[src/rtl/cfb1_seq_pkg.sv]
package cfb1_seq_pkg;

  typedef enum logic [1:0] {
    SEQ_IDLE = 2'd0,
    SEQ_SCAN = 2'd1,
    SEQ_WAIT = 2'd2
  } seqState_t;

  // strobes from control to datapath
  typedef struct packed {
    logic capture;  // latch byte, mask snapshot and options
    logic advance;  // consume one keystream bit
  } seqStrobe_t;

endpackage

[src/rtl/cfb1_seq_ctrl.sv]
module cfb1_seq_ctrl
  import cfb1_seq_pkg::*;
(
  input  logic       clk,
  input  logic       rstN,
  input  logic       start,
  input  logic       ksValid,
  input  logic       pendEmpty,
  output seqStrobe_t strb,
  output logic       busy,
  output logic       done,
  output logic       ksReq
);

  seqState_t state, stateNext;

  always_comb begin
    stateNext = state;
    unique case (state)
      SEQ_IDLE: if (start)   stateNext = SEQ_SCAN;
      SEQ_SCAN: stateNext = pendEmpty ? SEQ_IDLE : SEQ_WAIT;
      SEQ_WAIT: if (ksValid) stateNext = SEQ_SCAN;
      default:  stateNext = SEQ_IDLE;
    endcase
  end

  always_ff @(posedge clk) begin
    if (!rstN) state <= SEQ_IDLE;
    else       state <= stateNext;
  end

  always_comb begin
    strb.capture = (state == SEQ_IDLE) && start;
    strb.advance = (state == SEQ_WAIT) && ksValid;
    busy  = (state != SEQ_IDLE);
    done  = (state == SEQ_SCAN) && pendEmpty;
    ksReq = (state == SEQ_WAIT);
  end

endmodule

[src/rtl/cfb1_seq_datapath.sv]
module cfb1_seq_datapath
  import cfb1_seq_pkg::*;
#(
  parameter int DATA_W = 8,
  parameter int FB_W   = 64
) (
  input  logic              clk,
  input  logic              rstN,
  input  seqStrobe_t        strb,
  input  logic              busy,
  input  logic              cfb1Mode,
  input  logic              maskWe,
  input  logic [DATA_W-1:0] maskIn,
  input  logic              lsbFirst,
  input  logic              fillOne,
  input  logic              encrypt,
  input  logic              ivLoad,
  input  logic [FB_W-1:0]   ivIn,
  input  logic [DATA_W-1:0] dataIn,
  input  logic              ksBit,
  output logic              pendEmpty,
  output logic [DATA_W-1:0] maskReg,
  output logic [DATA_W-1:0] outReg,
  output logic [FB_W-1:0]   fbReg
);

  localparam int IDX_W = (DATA_W > 1) ? $clog2(DATA_W) : 1;

  logic [DATA_W-1:0] pend;
  logic [DATA_W-1:0] dataLat;
  logic              encLat;
  logic              lsbLat;
  logic [IDX_W-1:0]  curIdx;
  logic              curData;
  logic              resBit;
  logic              fbIn;

  // next position: highest pending bit for MSB-first, lowest for LSB-first
  always_comb begin
    curIdx = '0;
    if (lsbLat) begin
      for (int i = DATA_W - 1; i >= 0; i--)
        if (pend[i]) curIdx = IDX_W'(i);
    end else begin
      for (int i = 0; i < DATA_W; i++)
        if (pend[i]) curIdx = IDX_W'(i);
    end
  end

  assign curData   = dataLat[curIdx];
  assign resBit    = curData ^ ksBit;
  assign fbIn      = encLat ? resBit : curData;
  assign pendEmpty = (pend == '0);

  always_ff @(posedge clk) begin
    if (!rstN) begin
      maskReg <= '0;
      outReg  <= '0;
      fbReg   <= '0;
      pend    <= '0;
      dataLat <= '0;
      encLat  <= 1'b0;
      lsbLat  <= 1'b0;
    end else begin
      if (maskWe && cfb1Mode) maskReg <= maskIn;

      if (ivLoad && !busy)   fbReg <= ivIn;
      else if (strb.advance) fbReg <= {fbReg[FB_W-2:0], fbIn};

      if (strb.capture) begin
        pend    <= maskReg;
        dataLat <= dataIn;
        encLat  <= encrypt;
        lsbLat  <= cfb1Mode & lsbFirst;
        outReg  <= {DATA_W{fillOne}};
      end else if (strb.advance) begin
        pend[curIdx]   <= 1'b0;
        outReg[curIdx] <= resBit;
      end
    end
  end

endmodule

[src/rtl/cfb1_bit_sequencer.sv]
module cfb1_bit_sequencer
  import cfb1_seq_pkg::*;
#(
  parameter int DATA_W = 8,
  parameter int FB_W   = 64
) (
  input  logic              clk,
  input  logic              rstN,
  input  logic              cfb1Mode,
  input  logic              maskWe,
  input  logic [DATA_W-1:0] maskIn,
  output logic [DATA_W-1:0] maskOut,
  input  logic              lsbFirst,
  input  logic              fillOne,
  input  logic              encrypt,
  input  logic              ivLoad,
  input  logic [FB_W-1:0]   ivIn,
  input  logic [DATA_W-1:0] dataIn,
  input  logic              start,
  output logic              busy,
  output logic              done,
  output logic [DATA_W-1:0] dataOut,
  output logic              ksReq,
  output logic [FB_W-1:0]   ksFeed,
  input  logic              ksValid,
  input  logic              ksBit
);

  seqStrobe_t strb;
  logic       pendEmpty;

  cfb1_seq_ctrl u_ctrl (
    .clk       (clk),
    .rstN      (rstN),
    .start     (start),
    .ksValid   (ksValid),
    .pendEmpty (pendEmpty),
    .strb      (strb),
    .busy      (busy),
    .done      (done),
    .ksReq     (ksReq)
  );

  cfb1_seq_datapath #(.DATA_W(DATA_W), .FB_W(FB_W)) u_dp (
    .clk       (clk),
    .rstN      (rstN),
    .strb      (strb),
    .busy      (busy),
    .cfb1Mode  (cfb1Mode),
    .maskWe    (maskWe),
    .maskIn    (maskIn),
    .lsbFirst  (lsbFirst),
    .fillOne   (fillOne),
    .encrypt   (encrypt),
    .ivLoad    (ivLoad),
    .ivIn      (ivIn),
    .dataIn    (dataIn),
    .ksBit     (ksBit),
    .pendEmpty (pendEmpty),
    .maskReg   (maskOut),
    .outReg    (dataOut),
    .fbReg     (ksFeed)
  );

endmodule

[config.mk]
export PLATFORM = sky130hd
export DESIGN_NAME = cfb1_bit_sequencer
export DESIGN_NICKNAME = d
export VERILOG_FILES = /design/src/rtl/cfb1_seq_pkg.sv /design/src/rtl/cfb1_seq_ctrl.sv /design/src/rtl/cfb1_seq_datapath.sv /design/src/rtl/cfb1_bit_sequencer.sv
export SDC_FILE = /design/constraint.sdc
export NUM_CORES = 1
export LEC_CHECK = 0
export ABC_AREA = 1
export BUFFER_PORTS_ARGS = -buffer_cell sky130_fd_sc_hd__buf_2
export CAP_MARGIN = 20
export CELL_PAD_IN_SITES_DETAIL_PLACEMENT = 2
export CELL_PAD_IN_SITES_GLOBAL_PLACEMENT = 2
export CORE_UTILIZATION = 25
export DETAILED_ROUTE_END_ITERATION = 7
export PLACE_DENSITY = 0.78
export RECOVER_POWER = 100
export REMOVE_ABC_BUFFERS = 1
export SYNTH_ARGS = -nofsm -noshare
export SYNTH_HDL_FRONTEND = slang
export SYNTH_SLANG_ARGS = --single-unit
[constraint.sdc]
create_clock -name clk -period 2 [get_ports clk]
set_input_delay 0.4 -clock clk [delete_from_list [all_inputs] [get_ports clk]]
set_output_delay 0.4 -clock clk [all_outputs]
set_load 0.005 [all_outputs]
Word-level counts from Yosys, hierarchy flattened

Index checks and enable logic that the tools add are counted.

$add $sub $neg: 0
Multiply operators: 0
Div/mod/pow operators: 0
Magnitude comparators: 2
Equal/unequal tests: 4
Shifts and indexed selects: 0
Muxes and demuxes: 32
Bitwise logic cells: 4
Reduce and logical (&&, ||, !) cells: 13

Operator list:

| operator                                                                             | number |
|---|---|
| 64-bit two-way mux                                                                   | 2 |
| 3-bit two-way mux                                                                    | 13 |
| 8-bit two-way mux                                                                    | 4 |
| 2-bit two-way mux                                                                    | 5 |
| 8-bit bitwise AND                                                                    | 1 |
| 8-bit bitwise mux                                                                    | 1 |
| 8-bit zero test                                                                      | 1 |
| 8-bit NOT                                                                            | 1 |
| 1-bit logical AND                                                                    | 6 |
| 2-bit case mux with 3 select lines                                                   | 1 |
| 2-bit nonzero test                                                                   | 3 |
| 3-bit by 4-bit less-than comparator with 1-bit output (second input constant)        | 1 |
| 1-bit two-way mux                                                                    | 4 |
| 1-bit binary-select mux with 3-bit select                                            | 1 |
| 1-bit demux with 3-bit select                                                        | 1 |
| 3-bit by 1-bit greater-or-equal comparator with 1-bit output (second input constant) | 1 |
| 2-bit by 1-bit == test with 1-bit output (second input constant)                     | 1 |
| 2-bit == test (second input constant)                                                | 1 |
| 2-bit zero test                                                                      | 1 |
| 2-bit by 1-bit inequality test with 1-bit output (second input constant)             | 1 |
| 2-bit inequality test (second input constant)                                        | 1 |
| 2-bit AND reduction                                                                  | 1 |
| 1-bit bitwise AND                                                                    | 1 |
| 1-bit zero test                                                                      | 1 |
| 1-bit bitwise XOR                                                                    | 1 |

Flip-flop bits (word level): 100
Latch bits: 0
Memory bits (writable): 0
ROM bits: 0
Input port bits: 91
Output and inout port bits: 83
Word-level logic and storage cells: 63
Memories: 0

Depth between registers and ports, before layout

Gate-level depths: netlist (run 1).

Depth after elaboration: 17
Mapped depth: 19
Mapped depth without buffers: 19

Hierarchy

A second synthesis (run 1) with hierarchy kept.

Cell total of the unflattened synthesis: 629
Area, all modules: 4473.0 um^2

By module, submodules not included:

| module            | times used | cells an instance | area an instance (um^2) | sequential area each (um^2) |
|---|---|---|---|---|
| cfb1_seq_datapath | 1          | 609               | 4350.4                  | 1961.9 |
| cfb1_seq_ctrl     | 1          | 20                | 122.6                   | 40.0 |

Least setup slack after synthesis (run 1)

Ideal clock, no wire load.

Path type: register -> register
Start: reg u_dp.pend[4]
End: reg u_dp.fbReg[0]
Setup time: 131 ps
Arrival: 1513 ps
Data required time: 1869 ps
Path slack: 356 ps
Cell stages (with the launch flop): 15
Path buffers: 0
Clock period less this slack: 1644 ps
Cell sequence: dfxtp_1 nor2_1 nand2_1 nand2_1 inv_2 a21oi_2 nand4_1 nand2_1 nor2_4 nand2_2 nand2_4 nand3_2 nand2_1 nand2_1 a21oi_2

Longest elaborated chain between the ends: 12
Elaborated cells between the ends (all ways): 16
Those cells by class: mux: 15; bitwise: 1

Ends and longest elaborated chain:

| item                                        | RTL line                | text |
|---|---|---|
| start: declaration                          | cfb1_seq_datapath.sv:29 | `logic [DATA_W-1:0] pend;` |
| start signal: assignment                    | cfb1_seq_datapath.sv:71 | `pend <= maskReg;` |
| 3-bit two-way mux (5 in a row)              | cfb1_seq_datapath.sv:43 | `if (pend[i]) curIdx = IDX_W'(i);` |
| 3-bit two-way mux *                         | cfb1_seq_datapath.sv:41 | `if (lsbLat) begin` |
| 1-bit binary-select mux with 3-bit select * | cfb1_seq_datapath.sv:50 | `assign curData = dataLat[curIdx];` |
| 1-bit two-way mux (not written as such) *   | cfb1_seq_datapath.sv:50 |  |
| 1-bit bitwise XOR                           | cfb1_seq_datapath.sv:51 | `assign resBit = curData ^ ksBit;` |
| 1-bit two-way mux *                         | cfb1_seq_datapath.sv:52 | `assign fbIn = encLat ? resBit : curData;` |
| 64-bit two-way mux *                        | cfb1_seq_datapath.sv:68 | `else if (strb.advance) fbReg <= {fbReg[FB_W-2:0], fbIn};` |
| 64-bit two-way mux *                        | cfb1_seq_datapath.sv:67 | `if (ivLoad && !busy) fbReg <= ivIn;` |
| end signal: assignment                      | cfb1_seq_datapath.sv:67 |  |
| end signal: assignment                      | cfb1_seq_datapath.sv:68 |  |
| end: declaration                            | cfb1_seq_datapath.sv:24 | `output logic [FB_W-1:0] fbReg` |

Mark *: on every way between the ends. The rest lies on a longest branch, timed or not. The select of a mux whose other input is x is not followed.
A chain may end at the register's enable or synchronous reset.

Final worst setup path (run 1)

Start: reg u_dp.pend[7]
End: out done

Longest elaborated chain between the ends: 2

Ends and longest elaborated chain:

| item              | RTL line                 | text |
|---|---|---|
| 8-bit zero test   | cfb1_seq_datapath.sv:53  | `assign pendEmpty = (pend == '0);` |
| 1-bit logical AND | cfb1_seq_ctrl.sv:36      | `done = (state == SEQ_SCAN) && pendEmpty;` |
| end: declaration  | cfb1_bit_sequencer.sv:21 | `output logic done,` |

No other way between the ends.

==> reports/results.txt, run 1 <==
Detail Route Antenna Nets - 0
Slew Viols, Final - 0
FFs w/ async S/R, synth - 0%
Hold Path Sink - u_dp.maskReg[4]
total gr overflow - 0
largest net degree at the start of global routing - 64
Ys Warns - 0
H-tree levels - 3
Final TNS setup - -0.0112 ns
critical path required time - 1.60 ns
post-synth cell types - 28
final net count - 872
IO Port Bufs - 173
CTS tree - built
Worst-Skew Late Latency - 0.35 ns
routed length per placed instance - 17.2 µm
Clock Sinks - 100
Power Total - 5.04 mW
MaxCap Viol Count - 0
Syn Inst Count - 606
synthesis-stage register bit count - 100
first-pass GRT wire length - 27300 µm
violated checks - setup timing
RSZ-0062 raised after global routing - true
Clock Skews - 0.00590 ns
EDFF count, synth - 0
Die H - 133 µm
status - complete, but fails checks
Area Overhead vs Synth - 36.6%
Die W - 133 µm
R2R Path End - u_dp.fbReg[0]
layout cell share with drive strength beyond 1 - 26.2%
TritonCTS Buffers - 9
Most Used Layer, Global Route - met2
Synth Cell Area - 4300 µm²
GR Util met2 - 34.8%
hold path depth - 3
Global Route Usage Sum - 19.4%
Rows - 47
clock transition at the registers of the reported paths - 0.07 ns
vias per cell - 4.88
vias in the first global route - 5270
FF-to-FF setup slack - 0.03 ns
IO Pins - 174
drt initial violations - 214
RR Startpoint - u_dp.pend[7]
final setup margin - -0.0112 ns
Worst Path Arrival - 1.61 ns
drt total wl - 17400 µm
initial antenna violation count - 1
min-delay src - maskIn[4]
reg2reg path depth - 14
clock buffer depth - 2
Crit Path Max Fanout - 5
Vias - 4911
Core Region - 16700 µm²
dpl hpwl - 12800 µm
fmax - 497 MHz
min Tclk post-route - 2.01 ns
leakage power - 2.39 nW
final period utilization - 101%
Worst Hold Class - primary input to flip-flop
Synth Flop Type - dfxtp_1
sequential area share after synthesis - 46.5%
Final Hold Viols - 0
Mean Syn Cell Area - 7.10 µm²
Placer Congestion - 0.819
met1 global-route usage - 22.7%
DRC - 0
Setup violations, final - 1
PwrDens - 858 nW/µm²
GR Layer Usage met3 - 2.89%
DR pass1 iterations - 4
Tightest Pin Transition - 0.429 ns
Die Footprint - 17700 µm²
pre-CTS setup slack - 0.0208 ns
Startpoint Class - flip-flop
Root Driver - clkbuf_16
critical path class - flip-flop to output pin
endpoint kind of the worst setup timing path - output pin
worst vdd ir - 403 µV
Hold Slack - 0.306 ns
Rel. slew slack - 71.3%
starting density of the core - 25.8%
[state kept, by name (all words and copies together), names as in the netlist]
signal	flops
u_dp.fbReg	64
u_dp.dataLat	8
u_dp.maskReg	8
u_dp.outReg	8
u_dp.pend	8
u_ctrl.state	2
u_dp.encLat	1
u_dp.lsbLat	1
[layer usage]
layer	vias up	part of all wire, %
li1	2363	-
met1	2403	43
met2	113	50
met3	32	3.9
met4	0	3.0
met5	-	0
[worst max path at each step]
stage                  from             end  slack [ns]  depth (start not counted)
3_3_place_gp   u_dp.pend[4]   u_dp.fbReg[0]        0.19                         14
4_1_cts        u_dp.pend[7]            done        0.01                          5
6_report       u_dp.pend[7]            done       -0.01                          5
5_1_grt        u_dp.pend[7]   u_dp.fbReg[0]       -0.11                         14
2_1_floorplan          rstN    u_dp.pend[6]       -0.03                          3
3_5_place_dp   u_dp.pend[4]  u_dp.outReg[1]        0.02                          9
[per-stage QoR]
stage	cells	utilization, %	area [µm²]
floorplan	575	-	4190
finish	1007	35.2	5870
global route	1007	35.2	5870
global placement	981	32.9	5490
CTS	997	34.7	5790
detailed placement	981	32.9	5490
[kinds of logic (layout without fill, tap and decap cells)]
kind of cell / count (synthesis) / in the layout / share of synthesized area [%]
compound gates: 121 / 121 / 16.6
buf+inv: 65 / 242 / 5.67
flops: 100 / 100 / 46.5
other cells: 0 / 1 / 0
simple gates: 320 / 323 / 31.2
[critical path, cell delays in order (launching register included)]
cell and delay [ns]:
dfxtp_2 0.35, nor2_1 0.19, nand2_1 0.12, or2_2 0.35, nor2_1 0.13, buf_2 0.13
[cell type report]
type | count | area (µm²)
Sequential cell | 100 | 2010
Clock buffer | 9 | 225
Timing Repair Buffer | 192 | 1000
Multi-Input combinational cell | 444 | 2150
Clock inverter | 7 | 76.3
Fill cell | 2050 | 10800
Antenna cell | 1 | 2.50
Inverter | 34 | 130
Tap cell | 220 | 275
[timing repair]
action	in CTS	in global routing
resized for setup	2	22
pin swaps	0	7
hold buffers	0	0
hold endpoints to repair	0	0
cloned	0	3
setup endpoints to repair	2	10
setup buffers	0	6
[synthesized netlist by cell type, drive strengths merged, types with 6 or more instances]
cell,count,share of area [%]
nor2,43,4.2
nand2,248,23
nand3,17,2.7
dfxtp,100,47
inv,32,2.8
o21ai,26,3.0
nand4,6,0.87
buf,6,0.52
a31oi,70,10
clkbuf,25,2.2
a21oi,22,2.8
[where the power goes]
| group | leakage [nW] | switching (mW) | internal, mW | total (mW) |
|---|---|---|---|---|
| Clock | 0.147 | 0.822 | 0.980 | 1.80 |
| Combinational | 1.42 | 0.628 | 0.374 | 1.00 |
| Sequential | 0.824 | 0.107 | 2.13 | 2.24 |
| Total | 2.39 | 1.56 | 3.49 | 5.04 |
[cells in the final DEF, fill, tap and decap left out, types with 11 or more instances in the layout]
| cell type | instances |
|---|---|
| a31oi_1 | 70 |
| nand3_1 | 11 |
| buf_4 | 14 |
| dfxtp_1 | 96 |
| a21oi_1 | 18 |
| inv_1 | 22 |
| o21ai_0 | 21 |
| buf_2 | 120 |
| nand2_1 | 234 |
| clkbuf_1 | 53 |
| nor2_1 | 38 |
Note: power is estimated with default switching activity, not from simulation.
==> run 2, diff against run 1 <==
--- a/config.mk
+++ b/config.mk
@@ -12,9 +12,10 @@
 export CELL_PAD_IN_SITES_GLOBAL_PLACEMENT = 2
 export CORE_UTILIZATION = 25
 export DETAILED_ROUTE_END_ITERATION = 7
-export PLACE_DENSITY = 0.78
+export PLACE_DENSITY = 0.77
 export RECOVER_POWER = 100
 export REMOVE_ABC_BUFFERS = 1
 export SYNTH_ARGS = -nofsm -noshare
 export SYNTH_HDL_FRONTEND = slang
+export SYNTH_HIERARCHICAL = 1
 export SYNTH_SLANG_ARGS = --single-unit
==> run 2 against run 1 <==
Against the previous run:
- the run now ends clean
- critical path type unchanged
- maximum frequency grew 1.3%
- sequential share of layout area is 1.0 points lower
- clock skew shrank 0.00063 ns
- die area up 3.9%
- largest power group unchanged
- clock power grew 9%
==> reports/results.txt, run 2 <==
status - complete, no violations
DR pass1 iterations - 4
placed cell count - 995
most frequent cells in the layout - buf_2, nand2_1, dfxtp_1
worst vdd ir - 415 µV
Worst-Skew Late Latency - 0.36 ns
Final Hold Viols - 0
TritonCTS Buffers - 9
RSZ-0062 raised after global routing - true
critical path required time - 1.60 ns
final net count - 877
Startpoint Class - flip-flop
final setup margin - 0.0140 ns
CTS tree - built
Worst Hold Class - primary input to flip-flop
Comb pwr share - 19.5%
Setup violations, final - 0
CP Buf/Inv Count - 2
Die W - 136 µm
met1 global-route usage - 22.0%
Fill cells - 2069
Vias - 4989
most common cell after layout, fill and taps aside - buf_2
Die H - 136 µm
DRC - 0
Die Footprint - 18400 µm²
Global Route Usage Sum - 19.2%
starting density of the core - 25.8%
routed length per placed instance - 17.6 µm
Placer Congestion - 0.800
sequential area share after synthesis - 44.8%
critical path class - flip-flop to output pin
Core Region - 17400 µm²
largest register by flop count - u_dp/fbReg
switching share of power - 30.5%
area share of the leading cell type in the synthesized netlist - 44.8%
Syn Inst Count - 629
crit path cell chain - nor2_2, nand2_1, nor2_2, inv_1, nor3_2, buf_2
GR Util met2 - 33.2%
largest net degree at the start of global routing - 100
IO Pins - 174
endpoint kind of the worst setup timing path - output pin
Tightest Pin Transition - 0.766 ns
Slew Viols, Final - 0
EDFF count, synth - 0
clock power share - 37.0%
IO Port Bufs - 173
crit-path max cell delay - 0.35 ns
placed cell area - 5570 µm²
vias in the first global route - 5326
count leader, synth - nand2_1
Rel. slew slack - 48.9%
most instantiated cells after synthesis - nand2_1, dfxtp_1, o21ai_0
Detail Route Antenna Nets - 0
Mean Syn Cell Area - 7.11 µm²
fmax - 504 MHz
MaxCap Viol Count - 0
Largest register FFs - 64
PwrDens - 873 nW/µm²
cts hold-fix bufs - 0
Root Driver - clkbuf_16
drt initial violations - 169
H-tree levels - 3
sequential group share of total power - 43.5%
Clock Skews - 0.00526 ns
P_sw - 1.61 mW
dpl hpwl - 12500 µm
Synth area leaders - dfxtp_1, nand2_1, o21ai_0
Area Overhead vs Synth - 35.4%
Most Used Layer, Global Route - met2
Rows - 48
non-filler instance count after layout - 1017
drt total wl - 17900 µm
area leader, netlist - dfxtp_1
Crit Path Max Fanout - 4
post-synth cell types - 25
CP top delay family - simple AND/OR/NAND/NOR gates
Worst Path Arrival - 1.59 ns
final period utilization - 99.3%
Synth Flop Type - dfxtp_1
pre-CTS setup slack - 0.0180 ns
layout cell share with drive strength beyond 1 - 32.9%
post-route cell area - 6060 µm²
vias per cell - 4.91
most used cell, CP - nor2_2
total gr overflow - 0
Synth Cell Area - 4470 µm²
Clock Sinks - 100
P_int - 3.67 mW
Ys Warns - 6
clock transition at the registers of the reported paths - 0.07 ns
min Tclk post-route - 1.99 ns
first-pass GRT wire length - 27600 µm
leakage power - 2.67 nW
Hold Slack - 0.282 ns
initial antenna violation count - 3
GR Layer Usage met3 - 6.70%
synthesis-stage register bit count - 100
Crit-path slowest cell - dfxtp_1
final core occ - 34.9%
FFs w/ async S/R, synth - 0%
FF-to-FF setup slack - 0.06 ns
clock buffer depth - 2
[run 2: cell types whose count changed after synthesis, moves of 4 or more]
cell      previous run  this run
inv_1               24        37
nand4_1              6        11
a21oi_1             19        27
nor2_2               1         5
o21ai_0             21        83
a31oi_1             70        62
nand2_1            239       173
buf_1                6         1
clkbuf_1            25        41
[run 2: per-stage QoR]
step,TNS (ns),total power [mW]
finish,0,5.29
global route,-0.508,5.56
CTS,0,5.29
detailed placement,0,3.30
global placement,0,3.24
floorplan,-348.18,2.82
[run 2: path summary, 6_finish.rpt]
check                                      from               to  cells past startpoint
worst max-delay path               u_dp/pend[4]             done                      6
worst min-delay path                  dataIn[2]  u_dp/dataLat[2]                      3
worst max register to register     u_dp/pend[4]   u_dp/outReg[3]                     13
worst min register to register  u_dp/dataLat[7]  u_dp/dataLat[7]                      2
[run 2: what timing repair did]
action | CTS | global route
pin swaps | 0 | 10
resized for setup | 3 | 32
gates cloned | 0 | 2
hold endpoints to repair | 0 | 0
buffers inserted | 0 | 3
setup endpoints to repair | 2 | 12
[run 2: layout make-up]
class                           instances  area [µm²]  area share [%]
Multi-Input combinational cell        443        2270            37.4
Sequential cell                       100        2010            33.1
Timing Repair Buffer                  187        1000            16.5
Tap cell                              225         282            4.65
Clock buffer                            9         225            3.72
Inverter                               45         173            2.85
Clock inverter                          7        98.8            1.63
Antenna cell                            1        2.50          0.0413
[run 2: worst min-delay path, delay by kind of cell]
kind	cells	cell delay, ns
buf+inv	1	0.08
simple gates	2	0.12
[run 2: routing by layer]
layer | vias to the layer above | part of all wire, %
li1 | 2419 | -
met1 | 2414 | 42
met2 | 130 | 48
met3 | 22 | 7.8
met4 | 4 | 1.4
met5 | - | 0.17
[run 2: power groups by stage]
stage          Sequential (mW)  Combinational, mW  Clock, mW
3_5_place_dp              2.34              0.963          0
3_3_place_gp              2.33              0.913          0
6_report                  2.30               1.03       1.96
2_1_floorplan             2.32              0.499          0
4_1_cts                   2.30              0.976       2.02
5_1_grt                   2.32               1.15       2.09
[run 2: logic make-up (layout without fill, tap and decap cells)]
group	after synthesis	after routing	synth area share (%)
AND/OR/NAND/NOR	265	266	26.2
flip-flops	100	100	44.8
other	0	1	0
AO/OA/AOI/OAI	177	177	21.7
buffers and inverters	87	248	7.36
==> run 3, diff against run 2 <==
--- a/config.mk
+++ b/config.mk
@@ -11,7 +11,9 @@
 export CELL_PAD_IN_SITES_DETAIL_PLACEMENT = 2
 export CELL_PAD_IN_SITES_GLOBAL_PLACEMENT = 2
 export CORE_UTILIZATION = 25
+export CTS_BUF_LIST = sky130_fd_sc_hd__clkbuf_8 sky130_fd_sc_hd__clkbuf_16
 export DETAILED_ROUTE_END_ITERATION = 7
+export MAX_ROUTING_LAYER = met4
 export PLACE_DENSITY = 0.77
 export RECOVER_POWER = 100
 export REMOVE_ABC_BUFFERS = 1
==> run 3 against run 2 <==
Against the previous run:
- routed wire length is 0.90% lower
- first-iteration DRC count is 11% lower
- combinational power hardly changed
- global-route usage is 0.63 points higher
- design area stayed put
- utilization stayed put
- maximum frequency is 2.7% higher
- sequential cell count stayed put
- clock skew is 0.00064 ns higher
- non-clock buffer count is 2 lower
- critical path type is now flip-flop to flip-flop
- largest power group unchanged
==> reports/results.txt, run 3 (synthesis results as in run 2) <==
DR pass1 iterations - 4
final core occ - 34.9%
drt total wl - 17700 µm
Startpoint Class - flip-flop
Crit Path Max Fanout - 5
MaxCap Viol Count - 0
FF-to-FF setup slack - 0.07 ns
Comb pwr share - 19.6%
critical path class - flip-flop to flip-flop
Rows - 48
Vias - 4998
largest register by flop count - u_dp/fbReg
routed length per placed instance - 17.4 µm
Die W - 136 µm
Root Driver - clkbuf_16
Die Footprint - 18400 µm²
clock buffer depth - 2
Fill cells - 2068
drt initial violations - 151
DRC - 0
Setup violations, final - 0
P_sw - 1.62 mW
H-tree levels - 3
Worst Hold Class - primary input to flip-flop
final period utilization - 96.7%
Die H - 136 µm
Clock Skews - 0.00591 ns
most common cell after layout, fill and taps aside - buf_2
Worst Path Arrival - 2.22 ns
starting density of the core - 25.8%
Detail Route Antenna Nets - 0
Core Region - 17400 µm²
Slew Viols, Final - 0
IO Port Bufs - 173
critical path required time - 2.29 ns
post-route cell area - 6060 µm²
initial antenna violation count - 3
worst vdd ir - 411 µV
layout cell share with drive strength beyond 1 - 33.6%
most frequent cells in the layout - buf_2, nand2_1, dfxtp_1
min Tclk post-route - 1.93 ns
clock transition at the registers of the reported paths - 0.07 ns
Placer Congestion - 0.811
clock power share - 37.0%
final net count - 875
status - complete, no violations
Tightest Pin Transition - 0.507 ns
Final TNS setup - 0 ns
Worst-Skew Late Latency - 0.35 ns
leakage power - 2.67 nW
RSZ-0062 raised after global routing - true
Largest register FFs - 64
total gr overflow - 0
sequential group share of total power - 43.4%
endpoint kind of the worst setup timing path - flip-flop
Final Hold Viols - 0
Rel. slew slack - 66.2%
Clock Sinks - 100
first-pass GRT wire length - 27600 µm
placed cell area - 5570 µm²
Area Overhead vs Synth - 35.4%
vias per cell - 4.91
switching share of power - 30.6%
fmax - 517 MHz
CTS tree - built
largest net degree at the start of global routing - 100
Global Route Usage Sum - 19.8%
IO Pins - 174
dpl hpwl - 12500 µm
vias in the first global route - 5324
PwrDens - 875 nW/µm²
P_int - 3.68 mW
TritonCTS Buffers - 9
==> run 3: final timing paths <==
kind / start / endpoint / cells after the start
worst max-delay path: u_dp/pend[4] / u_dp/outReg[3] / 13
worst min-delay path: dataIn[2] / u_dp/dataLat[2] / 3
worst max register to register: u_dp/pend[4] / u_dp/outReg[3] / 13
worst min register to register: u_dp/dataLat[7] / u_dp/dataLat[7] / 2
==> run 3: per-stage QoR <==
stage               std cells  total power, mW  hold slack (ns)  setup WS, ns
floorplan                 587             2.82            0.433         -5.02
CTS                      1011             5.29            0.278       0.00740
detailed placement        995             3.30            0.472        0.0180
global route             1017             5.56            0.302       -0.0633
finish                   1017             5.30            0.285        0.0665
global placement          995             3.24            0.465        0.0531
==> run 3: final cells by class <==
| class | instances | area, µm² | area share, % |
|---|---|---|---|
| antenna | 3 | 7.51 | 0.124 |
| clock buffer | 9 | 225 | 3.72 |
| clock inverter | 7 | 98.8 | 1.63 |
| inverter | 45 | 176 | 2.91 |
| multi-input combinational | 443 | 2280 | 37.6 |
| sequential | 100 | 2010 | 33.1 |
| tap | 225 | 282 | 4.65 |
| timing repair buffer | 185 | 983 | 16.2 |
==> run 3: power by group through the flow <==
stage | clock network, mW | registers, mW | logic [mW]
floorplan | 0 | 2.32 | 0.499
global placement | 0 | 2.33 | 0.913
detailed placement | 0 | 2.34 | 0.963
CTS | 2.02 | 2.30 | 0.976
global route | 2.09 | 2.32 | 1.15
finish | 1.96 | 2.30 | 1.04
==> run 3: routing by layer <==
layer	GRT usage, %	up-vias	wire [µm]
met2	33.7	122	8680
li1	-	2422	-
met4	5.99	0	196
met1	22.3	2440	7720
met3	5.80	14	1090
met5	-	-	0
==> run 3: worst max-delay path, cell delays in order, from the launching register on <==
cell	delay, ns
dfxtp_1	0.37
nor2_4	0.17
o21ai_1	0.09
nand2_1	0.10
nand2_4	0.09
inv_4	0.10
nor2_4	0.05
nand4_1	0.12
nand2_2	0.09
nor2_4	0.18
nand2_4	0.09
nand2_4	0.11
nand4_1	0.14
a21oi_2	0.17
==> run 3: what timing repair did <==
item                       CTS  global route
gates resized for setup      3            36
buffers inserted             0             2
pin swaps                    0             9
hold endpoints to repair     0             0
setup endpoints to repair    2            12
gates cloned                 0             1
hold buffers                 0             0
